--- src/rtl/shared_io_port.sv ---
module shared_io_port #(
  parameter int W = 16
) (
  input  logic         clk,
  input  logic         rst_n,
  input  logic [1:0]   reg_addr,
  input  logic         reg_we,
  input  logic [W-1:0] reg_wdata,
  output logic [W-1:0] reg_rdata,
  input  logic [W-1:0] per_en,
  input  logic [W-1:0] per_oe,
  input  logic [W-1:0] per_do,
  output logic [W-1:0] per_di,
  output logic [W-1:0] pad_oe,
  output logic [W-1:0] pad_do,
  input  logic [W-1:0] pad_di
);
  localparam logic [1:0] A_DIR = 2'd0;
  localparam logic [1:0] A_PIN = 2'd1;
  localparam logic [1:0] A_OUT = 2'd2;
  localparam logic [1:0] A_ANA = 2'd3;

  logic [W-1:0] dir_q, out_q, ana_q, pin_q;

  always_ff @(posedge clk or negedge rst_n) begin
    if (!rst_n) begin
      dir_q <= '1;
      out_q <= '0;
      ana_q <= '1;
      pin_q <= '0;
    end else begin
      pin_q <= pad_di;
      if (reg_we) begin
        case (reg_addr)
          A_DIR:        dir_q <= reg_wdata;
          A_PIN, A_OUT: out_q <= reg_wdata;
          default:      ana_q <= reg_wdata;
        endcase
      end
    end
  end

  assign pad_oe = (per_en & per_oe) | (~per_en & ~dir_q);
  assign pad_do = (per_en & per_do) | (~per_en & out_q);
  assign per_di = pad_di;

  always_comb begin
    case (reg_addr)
      A_DIR:   reg_rdata = dir_q;
      A_PIN:   reg_rdata = pin_q & ~ana_q;
      A_OUT:   reg_rdata = out_q;
      default: reg_rdata = ana_q;
    endcase
  end
endmodule


--- config.mk ---
export PLATFORM = sky130hd
export DESIGN_NAME = shared_io_port
export DESIGN_NICKNAME = d
export VERILOG_FILES = /design/src/rtl/shared_io_port.sv
export SDC_FILE = /design/constraint.sdc
export NUM_CORES = 1
export LEC_CHECK = 0
export BUFFER_PORTS_ARGS = -buffer_cell sky130_fd_sc_hd__buf_2
export CORE_MARGIN = 4
export CORE_UTILIZATION = 50
export DETAILED_ROUTE_END_ITERATION = 16
export GPL_TIMING_DRIVEN = 1
export PLACE_DENSITY_LB_ADDON = 0.15
export SYNTH_ARGS = -nofsm -noshare
export SYNTH_HDL_FRONTEND = slang
export SYNTH_SLANG_ARGS = --single-unit
--- constraint.sdc ---
create_clock -name clk -period 2.5 [get_ports clk]
set_input_delay 0.375 -clock clk [delete_from_list [all_inputs] [get_ports clk]]
set_output_delay 0.375 -clock clk [all_outputs]
set_load 0.01 [all_outputs]
==> results of run 1 <==
## logic make-up (layout without fill, tap and decap cells)
logic type	Yosys count	in the layout	share of synthesized area, %
AND/OR/NAND/NOR	51	51	9.35
AO/OA/AOI/OAI	48	48	9.39
adder cells (fa/ha/maj)	4	4	1.56
buffers and inverters	30	170	5.87
multiplexers	64	64	22.5
flip-flops	64	64	51.3
## flip-flops by register name (all words and copies together), names as in the netlist
name / cells
dir_q: 16
ana_q: 16
out_q: 16
pin_q: 16
## per-layer routing
layer / GRT usage, % / wire (um) / up-vias / part of all wire [%]
met1: 24.5 / 2990 / 1217 / 40
met4: 4.60 / 29 / 0 / 0.38
met5: 0 / 0 / - / 0
met3: 6.30 / 723 / 2 / 9.6
met2: 35.5 / 3800 / 122 / 50
li1: - / - / 1201 / -
## metrics by stage
stage                     hold WS [ps]  util (%)  power [W]
final                              156      67.5    0.00293
after global routing               142      67.5    0.00310
after CTS                          145      67.5    0.00296
after detailed placement           320      64.0    0.00205
after global placement             313      64.0    0.00203
after floorplan                   79.4         -    0.00177
## worst max-delay path, cell delays in order
cell and delay [ps]:
buf_2 100, ha_1 900, a221oi_1 110, a21oi_1 230
buf_2 170
## repair_timing
action,in CTS,in global routing
hold buffers,1,0
setup buffers,0,0
hold endpoints to repair,8,0
## cell usage after synthesis
cell	count
nor2b_1	16
dfstp_2	32
a221oi_1	16
clkbuf_1	6
dfrtp_1	32
a21oi_1	16
buf_2	3
nand2_2	3
inv_1	2
o21ai_0	16
mux2_2	64
ha_1	4
nand2_1	16
buf_4	19
nand3b_1	16
## worst paths after layout
check / from / to / cells past startpoint
min reg2reg: out_q[5]$_DFFE_PN0P_ / out_q[5]$_DFFE_PN0P_ / 1
max: reg_addr[0] / reg_rdata[13] / 5
min: pad_di[6] / pin_q[6]$_DFF_PN0_ / 1
min in group asynchronous: rst_n / pin_q[15]$_DFF_PN0_ / 2
max reg2reg: out_q[13]$_DFFE_PN0P_ / out_q[13]$_DFFE_PN0P_ / 1
max in group asynchronous: rst_n / ana_q[5]$_DFFE_PN1P_ / 3
## layout make-up
cell class / instances / share of cell area (%)
inverter: 2 / 0.183
multi-input combinational: 167 / 33.5
tap: 75 / 2.29
clock buffer: 11 / 3.70
sequential: 64 / 40.1
clock inverter: 5 / 1.35
timing repair buffer: 152 / 18.9
## cell usage in the layout (no fill, tap or decap), drive strengths merged, types with 11 or more instances in the layout
master,n
nand2,19
a221oi,16
mux2,64
a21oi,16
dfstp,32
o21ai,16
dfrtp,32
nand3b,16
buf,151
clkbuf,11
nor2b,16
## where the power goes
group	switching [W]	internal, W	total (W)
registers	0.000116	0.00127	0.00139
logic	0.000290	0.000352	0.000642
clock network	0.000384	0.000511	0.000895
total	0.000790	0.00214	0.00293
==> flow_metrics.py, run 1 <==
metrics = {
    "sta": {
        "final_period_minus_worst_setup_slack_ps": 2260,
        "final.setup_skew_ps": 0,
        "final_min_period_over_clock_period_pct": 90.4,
        "setup_viol": 0,
        "slew_headroom_pct": 26.1,
        "final_critical_path_setup_slack_ps": 240,
        "final-hold-violation-count": 0,
        "timing_max_transition_violations_final": 0,
        "highest_clock_frequency_the_design_can_meet_ghz": 0.443,
        "grt_setup_unrepaired": "no",
        "setup_total_negative_slack_ps": 0,
        "max_slew.worst_pin.slew_ps": 1110,
    },
    "placed_design": {
        "gp_congestion": 0.715,
        "number_of_input_and_output_port_buffers_inserted": 148,
        "place_ws_ps": 71.8,
        "numPlacedInstances": 459,
        "hpwl_after_detailed_placement_um": 5340,
        "placed_area_um2": 3880,
    },
    "global_routing": {
        "first_global_vias": 2557,
        "groute.usage.overall_pct": 20.3,
        "grt_first_pass_wirelength_um": 12000,
        "grt_antenna_before_repair": 0,
        "grt_overflow": 0,
        "grt_start_max_net_pins": 34,
    },
    "routing": {
        "dr_total_vias": 2542,
        "initialDrtViolationCount": 73,
        "mean_routed_wirelength_per_cell_um": 15.8,
        "number_of_optimization_iterations_in_the_first_detailed_route_pass": 4,
        "routed_wire_length_um": 7540,
        "routed_via_density": 5.34,
        "drt.antenna.violating_nets": 0,
        "route.detailed.drc": 0,
    },
    "synth": {
        "netlist-cell-type-count": 15,
        "synthesis.yosys.warnings": 0,
        "post_synth_instance_area_um2": 3200,
        "synth_largest_type_area_fraction_pct": 26.3,
        "synthDominantAreaCellType": "dfstp_2",
        "synth_area_per_cell_um2": 12.3,
        "synthesis.nets": 350,
        "synth_top_cells_by_area": "dfstp_2 (26%), dfrtp_1 (25%), mux2_2 (23%), buf_4 (4.5%), a221oi_1 (4.4%)",
        "register_area_share_after_synthesis_pct": 51.3,
        "postSynthCellCount": 261,
        "synth-seq-cells": 64,
    },
    "worst_hold_path": {
        "min_path_type": "in -> reg",
    },
    "floorplan": {
        "floorplan.die_area_um2": 7740,
        "rows": 28,
        "ios": 149,
        "core_um2": 6060,
        "die_w_um": 88.0,
        "die_height_um": 88.0,
        "initial_core_util_pct": 52.8,
    },
    "layout": {
        "layoutNonFillerInstCount": 476,
        "layout-area-overhead-vs-synth_pct": 27.9,
        "post-route-cell-area_um2": 4090,
        "share_of_final_layout_standard_cells_stronger_than_drive_strength_1_pct": 66.3,
        "footprint_of_the_multi_input_gates_um2": 1370,
        "antenna-diode-count": 0,
        "n_fill_cell": 483,
        "final_nets": 485,
        "register_area_um2": 1640,
    },
    "run": {
        "maxCapViolations": 0,
    },
    "pwr": {
        "leakage_power_figure_nw": 1.90,
        "power-per-cell-area_nw_per_um2": 715,
        "ir_worst_vdd_mv": 0.480,
    },
    "critical_path": {
        "worst-endpoint-required_ps": 2120,
        "setup_cp_type": "in -> out",
        "worst-path-max-fanout": 33,
        "worstSetupStartpointType": "input pin",
        "worstPathArrival_ps": 1880,
        "critical_path.endpoint_type": "primary output",
        "setup.reg_to_reg.worst_slack_ps": 1690,
    },
    "clocking": {
        "cts_buffers": 9,
        "htree_levels": 3,
        "clock_insertion_delay_worst_skew_ps": 320,
        "cts_tree": "done",
        "numClockSinks": 64,
        "clock_pin_slew_worst_setup_and_hold_paths_ps": 80,
        "cts_repair_resize_count": 0,
        "cts_max_path_buffers": 2,
        "clock_tree.root_cell": "clkbuf_8",
    },
    "status": {
        "status": "finished clean",
    },
}
No activity file was read; power rests on OpenSTA's default activity.
==> inputs of run 2 (changes only) <==
--- a/config.mk
+++ b/config.mk
@@ -6,8 +6,10 @@
 export NUM_CORES = 1
 export LEC_CHECK = 0
 export BUFFER_PORTS_ARGS = -buffer_cell sky130_fd_sc_hd__buf_2
+export CELL_PAD_IN_SITES_DETAIL_PLACEMENT = 1
+export CELL_PAD_IN_SITES_GLOBAL_PLACEMENT = 2
 export CORE_MARGIN = 4
-export CORE_UTILIZATION = 50
+export CORE_UTILIZATION = 31
 export DETAILED_ROUTE_END_ITERATION = 16
 export GPL_TIMING_DRIVEN = 1
 export PLACE_DENSITY_LB_ADDON = 0.15
==> run 2 against run 1 <==
Net effect:
- non-clock buffer count unchanged
- clock skew did not move
- core utilization down 25 points
- clock power up 11%
- hold slack got worse by 13 ps
- critical path depth rose by 1
- combinational power increased by 2%
- register-to-register slack better by 20 ps
- first-iteration DRC count down 40%
- sequential share of layout area shrank 0.96 points
- largest power group unchanged
==> flow_metrics.py, run 2 (synthesized netlist as in run 1, its figures left out) <==
metrics = {
    "sta": {
        "setup_viol": 0,
        "final.setup_skew_ps": 0,
        "final_critical_path_setup_slack_ps": 238,
        "final_period_minus_worst_setup_slack_ps": 2260,
        "setup_total_negative_slack_ps": 0,
        "final-hold-violation-count": 0,
        "grt_setup_unrepaired": "no",
        "final_min_period_over_clock_period_pct": 90.5,
        "timing_max_transition_violations_final": 0,
        "max_slew.worst_pin.slew_ps": 850,
        "highest_clock_frequency_the_design_can_meet_ghz": 0.442,
        "slew_headroom_pct": 43.3,
    },
    "global_routing": {
        "gr-usage-met1_pct": 18.0,
        "groute.usage.overall_pct": 15.3,
        "grt_antenna_before_repair": 0,
        "grt_first_pass_wirelength_um": 14100,
        "groute.layer.met2.usage_pct": 27.1,
        "global_route.usage.met3_pct": 4.58,
        "grt_start_max_net_pins": 61,
        "first_global_vias": 2723,
        "grt_overflow": 0,
        "grt.busiest_layer": "met2",
    },
    "routing": {
        "initialDrtViolationCount": 44,
        "drt.antenna.violating_nets": 0,
        "routed_via_density": 4.76,
        "routed_wire_length_um": 9050,
        "route.detailed.drc": 0,
        "dr_total_vias": 2541,
        "mean_routed_wirelength_per_cell_um": 16.9,
        "number_of_optimization_iterations_in_the_first_detailed_route_pass": 4,
    },
    "clocking": {
        "clock_insertion_delay_worst_skew_ps": 340,
        "clock_tree.root_cell": "clkbuf_8",
        "cts_max_path_buffers": 2,
        "numClockSinks": 64,
        "cts_buffers": 9,
        "clock_pin_slew_worst_setup_and_hold_paths_ps": 70,
        "cts_tree": "done",
        "htree_levels": 3,
    },
    "layout": {
        "post-route-cell-area_um2": 4190,
        "final_cell_mix": "buf_2 (148), mux2_2 (64), dfstp_2 (32), dfrtp_1 (32)",
        "antenna-diode-count": 0,
        "most_frequent_standard_cell_in_the_layout_excluding_fill_and_tap_cells": "buf_2",
        "n_fill_cell": 1148,
        "final_core_util_pct": 42.3,
        "final_nets": 485,
        "layout-area-overhead-vs-synth_pct": 31.1,
        "share_of_final_layout_standard_cells_stronger_than_drive_strength_1_pct": 66.1,
    },
    "critical_path": {
        "worstPathArrival_ps": 1890,
        "worst-endpoint-required_ps": 2120,
        "critical_path.endpoint_type": "primary output",
        "worstSetupStartpointType": "input pin",
        "setup_cp_type": "in -> out",
        "worst-path-max-fanout": 16,
    },
    "placed_design": {
        "gp_congestion": 0.699,
        "number_of_input_and_output_port_buffers_inserted": 148,
        "place_ws_ps": 161,
        "hpwl_after_detailed_placement_um": 6420,
        "placed_area_um2": 3960,
    },
    "floorplan": {
        "rows": 36,
        "floorplan.die_area_um2": 12000,
        "die_height_um": 110,
        "initial_core_util_pct": 32.3,
        "core_um2": 9910,
        "ios": 149,
        "die_w_um": 110,
    },
    "status": {
        "status": "finished clean",
    },
    "pwr": {
        "leakage_power_figure_nw": 1.91,
        "ir_worst_vdd_mv": 0.286,
        "power-per-cell-area_nw_per_um2": 725,
    },
    "worst_hold_path": {
        "min_path_type": "in -> reg",
    },
    "run": {
        "maxCapViolations": 0,
    },
}
-- run 2: per-layer routing --
metal	share of wire (%)	wire length, um
met1	40	3650
met2	53	4770
met3	6.0	542
met4	0.96	87
met5	0	0
-- run 2: area by class of cell --
type | instances | area, um^2 | share of cell area [%]
Clock buffer | 11 | 141 | 3.37
Clock inverter | 5 | 80.1 | 1.91
Inverter | 2 | 7.51 | 0.179
Multi-Input combinational cell | 167 | 1370 | 32.7
Sequential cell | 64 | 1640 | 39.2
Tap cell | 133 | 166 | 3.97
Timing Repair Buffer | 152 | 786 | 18.7
-- run 2: through the flow --
stage               instances  total power (W)  hold slack, ps
detailed placement        517          0.00208             207
global placement          517          0.00206             206
CTS                       534          0.00311             120
finish                    534          0.00304             143
global route              534          0.00324             118
floorplan                 261          0.00177            79.4
-- run 2: path summary, 6_finish.rpt --
kind	from	endpoint	slack (ps)	cells past startpoint
min in group asynchronous	rst_n	pin_q[15]$_DFF_PN0_	370	2
worst max register to register	out_q[4]$_DFFE_PN0P_	out_q[4]$_DFFE_PN0P_	1710	1
max in group asynchronous	rst_n	ana_q[6]$_DFFE_PN1P_	1540	3
worst min register to register	out_q[11]$_DFFE_PN0P_	out_q[11]$_DFFE_PN0P_	540	1
worst max-delay path	reg_addr[0]	reg_rdata[1]	240	6
worst min-delay path	pad_di[15]	pin_q[15]$_DFF_PN0_	140	1
-- run 2: power breakdown --
| part | leakage, nW | internal, W | switching, W |
|---|---|---|---|
| registers | 0.710 | 0.00127 | 0.000119 |
| clock network | 0.106 | 0.000587 | 0.000407 |
| logic | 1.09 | 0.000354 | 0.000301 |
-- run 2: timing repair --
action	CTS	global route
hold buffers	1	0
hold endpoints to repair	2	0
gates resized for setup	0	0
setup buffers	0	0
-- run 2: worst max-delay path, cell delays in order --
cell	delay [ps]
buf_2	120
inv_1	80
ha_1	690
a221oi_1	250
a21oi_1	210
buf_2	160
